### config.mk
export PLATFORM = sky130hd
export DESIGN_NAME = cell_limit_detector
export DESIGN_NICKNAME = d
export VERILOG_FILES = /design/src/rtl/cld_pkg.sv /design/src/rtl/cld_window_check.sv /design/src/rtl/cld_empty_fsm.sv /design/src/rtl/cld_full_fsm.sv /design/src/rtl/cell_limit_detector.sv
export SDC_FILE = /design/constraint.sdc
export NUM_CORES = 1
export LEC_CHECK = 0
export ABC_AREA = 0
export CORE_MARGIN = 3
export CORE_UTILIZATION = 44
export CTS_BUF_LIST = sky130_fd_sc_hd__clkbuf_8
export DETAILED_ROUTE_END_ITERATION = 10
export GPL_TIMING_DRIVEN = 0
export PLACE_DENSITY = 0.89
export SYNTH_ARGS = -nofsm -noshare
export SYNTH_HDL_FRONTEND = slang
export SYNTH_SLANG_ARGS = --single-unit
### constraint.sdc
create_clock -name clk -period 0.8 [get_ports clk]
set_input_delay 0.16 -clock clk [delete_from_list [all_inputs] [get_ports clk]]
set_output_delay 0.16 -clock clk [all_outputs]
set_load 0.03 [all_outputs]
### src/rtl/cld_pkg.sv
package cld_pkg;
    localparam int VOLT_W  = 16;
    localparam int CUR_W   = 16;
    localparam int SOC_W   = 16;
    localparam int VE_W    = 9;
    localparam int VR_W    = 7;
    localparam int VE_STEP = 10;
    localparam int VR_STEP = 40;
    localparam int THR_W   = VR_W + 6;

    localparam logic [15:0] EMPTY_CFG_DEFAULT = 16'hA561;
    localparam logic [15:0] TERM_CUR_DEFAULT  = 16'h0640;
    localparam logic [15:0] FULL_THR_DEFAULT  = 16'h5F05;

    typedef enum logic {
        EMPTY_CLEAR = 1'b0,
        EMPTY_SET   = 1'b1
    } empty_state_t;

    typedef enum logic {
        FULL_IDLE = 1'b0,
        FULL_QUAL = 1'b1
    } full_state_t;
endpackage

### src/rtl/cld_window_check.sv
module cld_window_check #(
    parameter int W = 16
) (
    input  logic [W-1:0] cur,
    input  logic [W-1:0] term,
    output logic         in_window
);
    localparam int XW = W + 4;

    logic signed [XW-1:0] cur_x;
    logic signed [XW-1:0] term_x;
    logic signed [XW-1:0] cur_x8;
    logic signed [XW-1:0] cur_x4;
    logic signed [XW-1:0] term_x5;
    logic                 above_low;
    logic                 below_high;

    always_comb begin
        cur_x      = XW'(signed'(cur));
        term_x     = XW'(signed'(term));
        cur_x8     = cur_x <<< 3;
        cur_x4     = cur_x <<< 2;
        term_x5    = (term_x <<< 2) + term_x;
        above_low  = cur_x8 > term_x;
        below_high = cur_x4 < term_x5;
        in_window  = above_low && below_high;
    end
endmodule

### src/rtl/cld_empty_fsm.sv
module cld_empty_fsm
    import cld_pkg::*;
(
    input  logic              clk,
    input  logic              rst_n,
    input  logic              strobe,
    input  logic [VOLT_W-1:0] vcell,
    input  logic [VE_W-1:0]   target_code,
    input  logic [VR_W-1:0]   recover_code,
    output logic              empty
);
    localparam int EW = (THR_W > VOLT_W) ? THR_W : VOLT_W;

    empty_state_t state_q;
    empty_state_t state_d;
    logic [EW-1:0] target_mv;
    logic [EW-1:0] recover_mv;
    logic [EW-1:0] vcell_x;
    logic          at_or_below_target;
    logic          above_recover;

    always_comb begin
        vcell_x    = EW'(vcell);
        target_mv  = (EW'(target_code) << 3) + (EW'(target_code) << 1);
        recover_mv = (EW'(recover_code) << 5) + (EW'(recover_code) << 3);
        at_or_below_target = vcell_x <= target_mv;
        above_recover      = vcell_x > recover_mv;
    end

    always_comb begin
        state_d = state_q;
        if (strobe) begin
            unique case (state_q)
                EMPTY_CLEAR: if (at_or_below_target) state_d = EMPTY_SET;
                EMPTY_SET:   if (above_recover)      state_d = EMPTY_CLEAR;
                default:     state_d = EMPTY_CLEAR;
            endcase
        end
    end

    always_ff @(posedge clk or negedge rst_n) begin
        if (!rst_n) state_q <= EMPTY_CLEAR;
        else        state_q <= state_d;
    end

    always_comb begin
        empty = (state_q == EMPTY_SET);
    end
endmodule

### src/rtl/cld_full_fsm.sv
module cld_full_fsm
    import cld_pkg::*;
#(
    parameter int N_CUR = 2
) (
    input  logic             clk,
    input  logic             rst_n,
    input  logic             strobe,
    input  logic [SOC_W-1:0] soc,
    input  logic [SOC_W-1:0] soc_thr,
    input  logic [N_CUR-1:0] cur_ok,
    output logic             full
);
    full_state_t state_q;
    full_state_t state_d;
    logic        all_ok;

    always_comb begin
        all_ok = (soc > soc_thr) && (&cur_ok);
    end

    always_comb begin
        state_d = state_q;
        if (strobe) begin
            unique case (state_q)
                FULL_IDLE: if (all_ok)  state_d = FULL_QUAL;
                FULL_QUAL: if (!all_ok) state_d = FULL_IDLE;
                default:   state_d = FULL_IDLE;
            endcase
        end
    end

    always_ff @(posedge clk or negedge rst_n) begin
        if (!rst_n) state_q <= FULL_IDLE;
        else        state_q <= state_d;
    end

    always_comb begin
        full = (state_q == FULL_QUAL);
    end
endmodule

### src/rtl/cell_limit_detector.sv
module cell_limit_detector
    import cld_pkg::*;
(
    input  logic        clk,
    input  logic        rst_n,
    input  logic        sample_valid,
    input  logic [15:0] vcell_mv,
    input  logic [15:0] cur_inst,
    input  logic [15:0] cur_avg,
    input  logic [15:0] soc_vf,
    input  logic [15:0] empty_cfg,
    input  logic [15:0] term_cur,
    input  logic [15:0] full_soc_thr,
    output logic        empty_flag,
    output logic        full_flag
);
    localparam int N_CUR = 2;

    logic [CUR_W-1:0] cur_vec [N_CUR];
    logic [N_CUR-1:0] cur_ok;

    always_comb begin
        cur_vec[0] = cur_inst;
        cur_vec[1] = cur_avg;
    end

    for (genvar g = 0; g < N_CUR; g++) begin : g_win
        cld_window_check #(.W(CUR_W)) u_win (
            .cur       (cur_vec[g]),
            .term      (term_cur),
            .in_window (cur_ok[g])
        );
    end

    cld_empty_fsm u_empty (
        .clk          (clk),
        .rst_n        (rst_n),
        .strobe       (sample_valid),
        .vcell        (vcell_mv),
        .target_code  (empty_cfg[15:7]),
        .recover_code (empty_cfg[6:0]),
        .empty        (empty_flag)
    );

    cld_full_fsm #(.N_CUR(N_CUR)) u_full (
        .clk     (clk),
        .rst_n   (rst_n),
        .strobe  (sample_valid),
        .soc     (soc_vf),
        .soc_thr (full_soc_thr),
        .cur_ok  (cur_ok),
        .full    (full_flag)
    );
endmodule

==> impl_metrics.py <==
metrics = {
    "outcome": {
        "status": "complete, but fails checks",
        "violations": "negative setup slack",
    },
    "critical_path": {
        "critPathRequiredTime_ns": 0.91,
        "crit_slowest_cell": "fa_2",
        "crit_path_end_kind": "flop",
        "critPathKind": "in -> reg",
        "critPathMaxFanout": 2,
        "crit_chain": "buf_8 > ha_4 > fa_2 > a21o_1 > a311oi_2 > nor2_2 > a21oi_2 > o21bai_1 > a21oi_2 > o21ai_1 > xnor2_1 > buf_4 > ha_4 > a21o_1 > a2111oi_4 > nand2_1 > a211o_1 > o31ai_2",
        "start_kind": "input port",
        "r2r_start": "u_empty.empty$_DFFE_PN0P_",
        "r2r_cells": 3,
        "critical-path-top-delay-family": "compound AO/OA/AOI/OAI gates",
        "r2r-end": "u_empty.empty$_DFFE_PN0P_",
        "r2r_setup_slack_ns": -0.03,
        "worst_ep_arrival_time_ns": 3.61,
        "max_stage_delay_ns": 0.37,
        "crit_buf_inv": 2,
        "cp.depth": 18,
    },
    "grt": {
        "grt_max_degree": 9,
        "grt_use_total": 0.2423,
        "overflow": 0,
        "first_global_vias": 4183,
        "antenna_found_initial": 0,
        "grt_pass1_wl_um": 17950,
    },
    "power": {
        "power_density_nw_per_um2": 820.0,
        "power_leakage_nw": 2.473,
        "ir_drop_v": 0.0005032,
    },
    "routing": {
        "wl_per_cell_um": 17.04,
        "drtIter0Drc": 133,
        "via_per_inst": 5.951,
        "antenna_left": 0,
        "drc": 0,
        "vias": 4041,
        "drtPass1Iterations": 4,
        "wirelength_um": 11570,
    },
    "layout": {
        "fillCellCount": 614,
        "finalNonFillerCells": 679,
        "areaGrowthSynthToFinish_pct": 48.04,
        "design_area_um2": 5236,
        "fin_nets": 822,
        "n_antenna_cell": 0,
        "final_layout_size_suffix_gt1_frac": 0.1282,
    },
    "timing": {
        "min_period_ns": 3.500,
        "rsz0062_at_grt": "yes",
        "final-max-slew-violation-count": 0,
        "setup_violations": 4,
        "layout_setup_ws_ns": -2.700,
        "holdWs_ns": 0.1217,
        "clock.fmax_mhz": 285.7,
        "setup_tns_ns": -4.836,
        "finalHoldViolations": 0,
        "tightest_slew_ns": 0.7197,
        "skew_ns": 0,
        "relSlewSlack": 0.5078,
        "period_share": 4.375,
    },
    "logic_synthesis": {
        "synth_compound_area_frac": 0.2466,
        "synthAdderAreaFrac": 0.4648,
        "synth_top_family_by_area": "adder cells",
        "ys_seq_elements": 2,
        "yosys_warnings": 0,
        "synthSimpleGateAreaFrac": 0.1560,
        "synthesis.area_um2": 3537,
        "synth_xor_area_frac": 0.07075,
        "seq_area_frac_synth": 0.01415,
        "synthFlopType": "dfrtp_1",
        "async_flop_share": 1.000,
        "synth-edff-count": 0,
        "ys_types": 44,
        "syn_inst": 439,
        "synthMuxAreaShare": 0,
        "syn_nets": 682,
        "syn_area_per_cell_um2": 8.057,
    },
    "floorplan": {
        "die_h_um": 95.66,
        "initial_core_util": 0.4554,
        "rows": 32,
        "die_area_um2": 9151,
        "core_um2": 7767,
        "ios": 117,
        "die_w_um": 95.66,
    },
    "placed_design": {
        "gp_congestion": 0.8684,
        "place_area_um2": 4856,
        "place_inst": 657,
        "port_buffers": 116,
        "dpl.hpwl_um": 9442,
    },
    "clocking": {
        "worstSkewPairLatency_ns": 0.20,
        "cts_made_buffers": 3,
        "cts.hold.buffers_added": 0,
        "cts.sinks": 2,
        "clock_path_buffers": 2,
        "root_buffer": "clkbuf_8",
        "cts_tree": "built",
        "clkTransAtPathRegs_ns": 0.03,
        "cts_max_level": 1,
    },
    "flow_run": {
        "drv_cap": 0,
    },
    "hold_path": {
        "hp-class": "in -> async",
    },
}
==> layout make-up <==
cell class	count	area, um^2	share of cell area
clock buffer	3	41.29	0.007885
inverter	45	168.9	0.03226
multi-input combinational	392	3553	0.6786
sequential	2	50.05	0.009558
tap	102	127.6	0.02437
timing repair buffer	135	1295	0.2473
==> state kept, by name (all words and copies together) (netlist names) <==
name	flops
u_full.full	1
u_empty.empty	1
==> synthesized netlist by cell type (2+ instances only) <==
master       n  area [um^2]
maj3_1       2        20.02
xor2_1      13        113.9
o21bai_1     5        37.54
nor2_1      21        78.83
nand2_1     26        97.59
dfrtp_1      2        50.05
nand4_1     15        93.84
nor3_1       4        20.02
nand4b_1     5        43.79
o31ai_1      2        15.01
a211oi_1     6        45.04
a2111o_1     2        22.52
o31ai_2      2        25.02
o21a_1       6        45.04
a311oi_1     2        17.52
nor4_1       2        12.51
xnor2_1     11        96.34
nand2b_1     7        43.79
nor2b_1     10        62.56
o21ai_0     20        100.1
a2111oi_0    5        43.79
o211ai_1     7        52.55
a21o_1      18        135.1
or4_1        2        15.01
a31o_2       2        17.52
fa_1         3        60.06
nand3_1      8        40.04
ha_1       125         1564
a21oi_1     47        235.2
inv_1       45        168.9
==> kinds of logic after synthesis <==
family                     after synthesis
adders and majority gates              130
DFF                                      2
buffers and inverters                   45
and+or+nand+nor                        105
xor gates and xnor gates                26
AOI/OAI and AO/OA                      131
==> worst max path at each step <==
stage	start	to	slack [ns]
floorplan	term_cur[0]	u_full.full$_DFFE_PN0P_	-2.45
global placement	term_cur[2]	u_full.full$_DFFE_PN0P_	-3.42
detailed placement	term_cur[2]	u_full.full$_DFFE_PN0P_	-3.52
CTS	term_cur[2]	u_full.full$_DFFE_PN0P_	-2.81
global route	term_cur[9]	u_full.full$_DFFE_PN0P_	-2.83
finish	term_cur[0]	u_full.full$_DFFE_PN0P_	-2.70
==> power breakdown <==
part	switching, W	total (W)	internal [W]
Clock	0.0000658	0.000383	0.000317
Sequential	0.00000278	0.000109	0.000106
Combinational	0.00188	0.00380	0.00192
==> cells in the final DEF (no fill, tap or decap), types with 3 or more instances in the layout <==
master,Yosys,layout
nor2_1,21,19
o21ai_1,0,3
nand2b_1,7,7
o211ai_1,7,7
clkdlybuf4s50_1,0,96
nand2_1,26,26
fa_2,0,3
a21oi_2,1,8
inv_1,45,45
xor2_1,13,13
nand4b_1,5,5
xnor2_1,11,10
a211oi_1,6,6
dlygate4sd2_1,0,6
o21ai_0,20,17
o21a_1,6,6
a2111oi_0,5,3
ha_1,125,113
ha_4,0,10
nand4_1,15,15
buf_6,0,3
a21o_1,18,18
o21bai_1,5,4
clkbuf_8,0,3
buf_2,0,4
nand3_1,8,7
nor3_1,4,4
buf_4,0,19
nor2b_1,10,10
a21oi_1,47,40
==> per-layer routing <==
| metal | wire [um] | global-route usage | vias up |
|---|---|---|---|
| li1 | - | - | 1950 |
| met1 | 4570 | 0.2708 | 1906 |
| met2 | 6073 | 0.4673 | 154 |
| met3 | 635 | 0.02447 | 31 |
| met4 | 291 | 0.08531 | 0 |
| met5 | 0 | 0 | - |
==> timing repair <==
| item | CTS | global route |
|---|---|---|
| pin swaps | 35 | 28 |
| setup endpoints to repair | 4 | 4 |
| buffers inserted | 17 | 2 |
| gates resized for setup | 86 | 22 |
==> worst register-to-register path, delay by kind of cell (launching register included) <==
family	cells	cell delay, ns
buffers and inverters	1	0.15
DFF	1	0.38
and+or+nand+nor	2	0.24
==> per-stage QoR <==
step           setup WS (ns)  total power [W]    util
2_1_floorplan         -2.452         0.002190       -
3_3_place_gp          -3.419         0.003241  0.6252
3_5_place_dp          -3.517         0.003446  0.6252
4_1_cts               -2.813         0.004091  0.6643
5_1_grt               -2.830         0.004725  0.6741
6_report              -2.700         0.004294  0.6741
Power figures use the tool's default switching activity.
